File: src/rtl/fdc_mode_pkg.sv
package fdc_mode_pkg;
  typedef enum logic [1:0] {
    MODE_AT  = 2'd0,
    MODE_PS2 = 2'd1,
    MODE_M30 = 2'd2
  } mode_t;

  typedef enum logic {
    HS_IDLE = 1'b0,
    HS_REQ  = 1'b1
  } hs_state_t;
endpackage

File: src/rtl/fdc_mode_decode.sv
module fdc_mode_decode
  import fdc_mode_pkg::*;
(
  input  logic  cfg_ident,
  input  logic  cfg_mfm,
  input  logic  dma_en,
  input  logic  tc_pin,
  input  logic  dens_int,
  output mode_t mode,
  output logic  out_en,
  output logic  tc_act,
  output logic  dens_pin
);
  always_comb begin
    if (cfg_ident)    mode = MODE_AT;
    else if (cfg_mfm) mode = MODE_PS2;
    else              mode = MODE_M30;
  end

  always_comb begin
    out_en   = dma_en;
    tc_act   = tc_pin;
    dens_pin = ~dens_int;
    unique case (mode)
      MODE_AT: begin
        dens_pin = dens_int;
      end
      MODE_PS2: begin
        out_en = 1'b1;
        tc_act = ~tc_pin;
      end
      default: ;
    endcase
  end

  always_comb begin
    assert_decode_onehot_R1: assert (mode != 2'd3);
  end
endmodule

File: src/rtl/fdc_dma_hs.sv
module fdc_dma_hs
  import fdc_mode_pkg::*;
#(
  parameter int BURST = 4
) (
  input  logic clk,
  input  logic rst_n,
  input  logic dma_sel,
  input  logic xfer_active,
  input  logic xfer_read,
  input  logic fifo_en,
  input  logic verify_mode,
  input  logic core_req,
  input  logic dack_n,
  input  logic tc_act,
  output logic drq,
  output logic fifo_sel,
  output logic pseudo_rd,
  output logic tc_done
);
  localparam int CW = (BURST > 1) ? $clog2(BURST) : 1;
  localparam logic [CW-1:0] LAST_FIFO = CW'(BURST - 1);

  hs_state_t     state_q, state_d;
  logic [CW-1:0] cnt_q, cnt_d;
  logic [CW-1:0] last_idx;
  logic          ack, accept, burst_end;

  assign ack       = ~dack_n & (state_q == HS_REQ);
  assign fifo_sel  = ack & ~verify_mode;
  assign pseudo_rd = ack & verify_mode & ~fifo_en & xfer_read;
  assign accept    = fifo_sel | pseudo_rd;
  assign tc_done   = accept & tc_act;
  assign last_idx  = fifo_en ? LAST_FIFO : '0;
  assign burst_end = accept & (cnt_q == last_idx);
  assign drq       = (state_q == HS_REQ);

  always_comb begin
    state_d = state_q;
    cnt_d   = cnt_q;
    unique case (state_q)
      HS_IDLE: begin
        cnt_d = '0;
        if (dma_sel && xfer_active && core_req) state_d = HS_REQ;
      end
      HS_REQ: begin
        if (!xfer_active || tc_done || burst_end) begin
          state_d = HS_IDLE;
          cnt_d   = '0;
        end else if (accept) begin
          cnt_d = cnt_q + 1'b1;
        end
      end
      default: state_d = HS_IDLE;
    endcase
  end

  always_ff @(posedge clk or negedge rst_n) begin
    if (!rst_n) begin
      state_q <= HS_IDLE;
      cnt_q   <= '0;
    end else begin
      state_q <= state_d;
      cnt_q   <= cnt_d;
    end
  end

  assert_req_needs_setup_R5: assert property (@(posedge clk) disable iff (!rst_n)
    $rose(drq) |-> $past(dma_sel && xfer_active && core_req));
  assert_fifo_sel_ack_R6: assert property (@(posedge clk) disable iff (!rst_n)
    fifo_sel |-> (!dack_n && drq));
  assert_drop_after_last_R7: assert property (@(posedge clk) disable iff (!rst_n)
    burst_end |=> !drq);
  assert_pseudo_byte_read_R8: assert property (@(posedge clk) disable iff (!rst_n)
    pseudo_rd |-> (!fifo_en && xfer_read && !fifo_sel));
  assert_tc_ends_R9: assert property (@(posedge clk) disable iff (!rst_n)
    tc_done |=> !drq);
  assert_tc_needs_ack_R9: assert property (@(posedge clk) disable iff (!rst_n)
    tc_done |-> !dack_n);
endmodule

File: src/rtl/fdc_mode_gate.sv
module fdc_mode_gate
  import fdc_mode_pkg::*;
#(
  parameter int BURST = 4
) (
  input  logic       clk,
  input  logic       rst_n,
  input  logic       cfg_ident,
  input  logic       cfg_mfm,
  input  logic       dma_en,
  input  logic       dma_sel,
  input  logic       xfer_active,
  input  logic       xfer_read,
  input  logic       fifo_en,
  input  logic       verify_mode,
  input  logic       core_req,
  input  logic       core_irq,
  input  logic       dack_n,
  input  logic       tc_pin,
  input  logic       dens_int,
  output logic [1:0] mode,
  output logic       irq_out,
  output logic       irq_oe,
  output logic       drq_out,
  output logic       drq_oe,
  output logic       dens_pin,
  output logic       fifo_sel,
  output logic       pseudo_rd,
  output logic       tc_done
);
  logic  rst_meta, rst_sync_n;
  mode_t mode_dec;
  logic  out_en, tc_act, drq_int;

  always_ff @(posedge clk or negedge rst_n) begin
    if (!rst_n) begin
      rst_meta   <= 1'b0;
      rst_sync_n <= 1'b0;
    end else begin
      rst_meta   <= 1'b1;
      rst_sync_n <= rst_meta;
    end
  end

  fdc_mode_decode u_decode (
    .cfg_ident (cfg_ident),
    .cfg_mfm   (cfg_mfm),
    .dma_en    (dma_en),
    .tc_pin    (tc_pin),
    .dens_int  (dens_int),
    .mode      (mode_dec),
    .out_en    (out_en),
    .tc_act    (tc_act),
    .dens_pin  (dens_pin)
  );

  fdc_dma_hs #(.BURST(BURST)) u_hs (
    .clk         (clk),
    .rst_n       (rst_sync_n),
    .dma_sel     (dma_sel),
    .xfer_active (xfer_active),
    .xfer_read   (xfer_read),
    .fifo_en     (fifo_en),
    .verify_mode (verify_mode),
    .core_req    (core_req),
    .dack_n      (dack_n),
    .tc_act      (tc_act),
    .drq         (drq_int),
    .fifo_sel    (fifo_sel),
    .pseudo_rd   (pseudo_rd),
    .tc_done     (tc_done)
  );

  assign mode    = mode_dec;
  assign irq_oe  = out_en;
  assign drq_oe  = out_en;
  assign irq_out = core_irq & out_en;
  assign drq_out = drq_int & out_en;

  assert_ps2_drives_R3: assert property (@(posedge clk) disable iff (!rst_sync_n)
    (!cfg_ident && cfg_mfm) |-> (irq_oe && drq_oe));
  assert_gated_modes_R2: assert property (@(posedge clk) disable iff (!rst_sync_n)
    (cfg_ident || !cfg_mfm) |-> (irq_oe == dma_en && drq_oe == dma_en));
  assert_drq_gated_R5: assert property (@(posedge clk) disable iff (!rst_sync_n)
    drq_out |-> drq_oe);
endmodule

File: config.mk
export PLATFORM = sky130hd
export DESIGN_NAME = fdc_mode_gate
export DESIGN_NICKNAME = d
export VERILOG_FILES = /design/src/rtl/fdc_mode_pkg.sv /design/src/rtl/fdc_mode_decode.sv /design/src/rtl/fdc_dma_hs.sv /design/src/rtl/fdc_mode_gate.sv
export SDC_FILE = /design/constraint.sdc
export NUM_CORES = 1
export LEC_CHECK = 0
export BUFFER_PORTS_ARGS = -buffer_cell sky130_fd_sc_hd__buf_2
export CORE_AREA = 2 2 39 41
export CTS_CLUSTER_SIZE = 40
export DETAILED_ROUTE_END_ITERATION = 16
export DIE_AREA = 0 0 41 43
export PLACE_DENSITY = 0.51
export SLEW_MARGIN = 40
export SYNTH_ARGS = -nofsm -noshare
export SYNTH_HDL_FRONTEND = slang
export SYNTH_SLANG_ARGS = --single-unit
File: constraint.sdc
create_clock -name clk -period 1.2 [get_ports clk]
set_input_delay 0.24 -clock clk [delete_from_list [all_inputs] [get_ports clk]]
set_output_delay 0.24 -clock clk [all_outputs]
set_load 0.005 [all_outputs]
==> results.toml <==
[critical_path]
end_kind = "primary output"
regToRegStartpoint = "u_hs.drq"
cp-start-kind = "flip-flop"
rrSetupSlack_ps = -60
path_max_fanout = 3
crit_type = "flip-flop to primary output"
reg2reg_depth = 4
rr_endpoint = "u_hs.cnt_q[0]"
cp.required_ps = 960
worst_ep_arrival_time_ps = 1140
crit_start = "u_hs.drq"

[yosys]
synthCells = 38
synth_nets = 53
async_flop_share_pct = 100
synthTopCellsByArea = "dfrtp_1, nor2b_1, nor3b_1, xnor2_2, nor2_1"
synth_top_area_share_pct = 38.0
syn_avg_cell_area_um2 = 8.66
synth_edf_count = 0
synth_warnings = 0
ys_seq_elements = 5
synth.distinct_cells = 21
yosysSeqAreaShare_pct = 38.0
ys.flop_type = "dfrtp_1"
ys_top_cells_by_count = "dfrtp_1, nor2_1, nor2b_1"
synth.most_common_cell = "dfrtp_1"
synth_area_leader_cell = "dfrtp_1"
synthesis.area_um2 = 329

[timing]
rsz0062_at_grt = "true"
fin_hold_ws_ps = 46.6
fin_crit_ps = 1380
setup_slack_ps = -183
finalHoldViolCount = 0
slew_violations = 0
max_freq_mhz = 723
setup_viol = 5
period_share_pct = 115
clock_skew_ps = 9.10

[routing]
drt-wirelength-per-cell_um = 8.99
drcViolationCount = 0
detail_route.iter0.violations = 4
wl_um = 827
drtAntennaViolNets = 0
viasPerCell = 4.24
dr_total_vias = 390
firstDrtPassIters = 2

[grt]
track_usage_pct = 11.1
grt_pass1_wl_mm = 1.31
antenna_found_initial = 0
grt_pass1_vias = 357
overflow = 0
grt_max_degree = 5

[clock_tree]
insertion_delay_ps = 240
root_buffer = "clkbuf_4"
clkTransAtPathRegs_ps = 50
cts_max_path_buffers = 2
cts_tree = "done"
cts_max_level = 1
clock-sinks = 5
cts_buffers = 3

[finish]
final_cells = 92
nets = 92
final_cell_area_um2 = 611
drive_gt1_share_pct = 59.2
syn2layout_area_growth_pct = 85.6
diodes = 0

[die]
num_rows = 14
io_pins = 25
die_h_um = 43
start_util_pct = 23.8
die_x_um = 41
fp.coreArea_mm2 = 0.00138
dieArea_mm2 = 0.00176

[placement]
portBuffers = 24
gp_congestion = 0.716
dpl_cell_area_um2 = 532
place_hpwl_um = 717
place_inst = 85

[outcome]
violations = "setup timing"
status = "complete, but fails checks"

[pwr]
pwr_density_cell_mw_per_mm2 = 811
power_uw = 495
leakagePower_uw = 0.000322
vdd_drop_max_mv = 0.804

[run]
drv_cap = 0

[hold_path]
min_path_type = "flip-flop to async pin"
## state kept, by name, summed over array words and instances (netlist names)
register and cells:
rst_sync_n 1, rst_meta 1, u_hs.cnt_q 2, u_hs.drq 1
## worst max-delay path: stages, from the launching register on
cell     delay (ps)
dfrtp_1         360
and2b_2         220
o21ai_4          70
buf_6           110
nor2_2           30
buf_2           110
## metrics by stage
| step | worst slack [ps] | setup TNS (ps) | util, % |
|---|---|---|---|
| after floorplan | -73.7 | -73.7 | - |
| after global routing | -238 | -970 | 44.1 |
| after CTS | -198 | -672 | 42.9 |
| final | -183 | -631 | 44.1 |
| after detailed placement | -129 | -276 | 38.4 |
| after global placement | -106 | -212 | 38.4 |
## cells by family after synthesis
family	share of synthesized area [%]
simple gates	41.1
flops	38.0
compound gates	7.61
buf+inv	4.56
xor+xnor	7.61
other cells	1.14
## per-layer routing
metal  global-route usage, %  part of all wire, %  vias up
met5                       0                    0        -
met4                    2.00                    0        0
met3                    7.85                  7.4        0
met2                    17.5                   53       11
met1                    11.8                   39      176
li1                        -                    -      203
## cells in the final DEF (no fill, tap or decap), drive strengths merged
| master | n |
|---|---|
| buf | 34 |
| dfrtp | 5 |
| nor2b | 4 |
| nor2 | 4 |
| nor3b | 3 |
| nand2 | 3 |
| clkbuf | 3 |
| inv | 2 |
| nand3 | 2 |
| xnor2 | 2 |
| a21oi | 2 |
| and2b | 1 |
| and3 | 1 |
| and2 | 1 |
| o21ai | 1 |
| or3 | 1 |
| a31oi | 1 |
| or4b | 1 |
| nand3b | 1 |
| nand4 | 1 |
| clkinv | 1 |
| dlygate4sd3 | 1 |
| conb | 1 |
## worst max-delay path by stage
| stage | endpoint | slack, ps | depth (start not counted) |
|---|---|---|---|
| finish | tc_done | -180 | 5 |
| global route | tc_done | -240 | 5 |
| global placement | u_hs.cnt_q[0] | -110 | 5 |
| CTS | tc_done | -200 | 5 |
| detailed placement | u_hs.cnt_q[0] | -130 | 5 |
| floorplan | u_hs.cnt_q[0] | -70 | 4 |
## what timing repair did
action | CTS | global route
hold buffers | 1 | 0
pin swaps | 3 | 0
resized for setup | 3 | 4
buffers inserted | 2 | 0
hold endpoints to repair | 2 | 0
setup endpoints to repair | 8 | 10
## cell type report
cell class / count / area, µm²
inverters: 2 / 7.51
clock buffers: 3 / 22.5
well taps: 16 / 20.0
clock inverters: 1 / 5.00
fillers: 140 / 773
flip-flops and latches: 5 / 125
multi-input cells: 30 / 218
repair buffers: 35 / 213
## report_power, final
| group | switching [µW] | total, µW | internal, µW |
|---|---|---|---|
| clock | 71.5 | 192 | 121 |
| sequential | 3.45 | 178 | 175 |
| combinational | 51.1 | 125 | 73.7 |
Power figures use the tool's default switching activity.
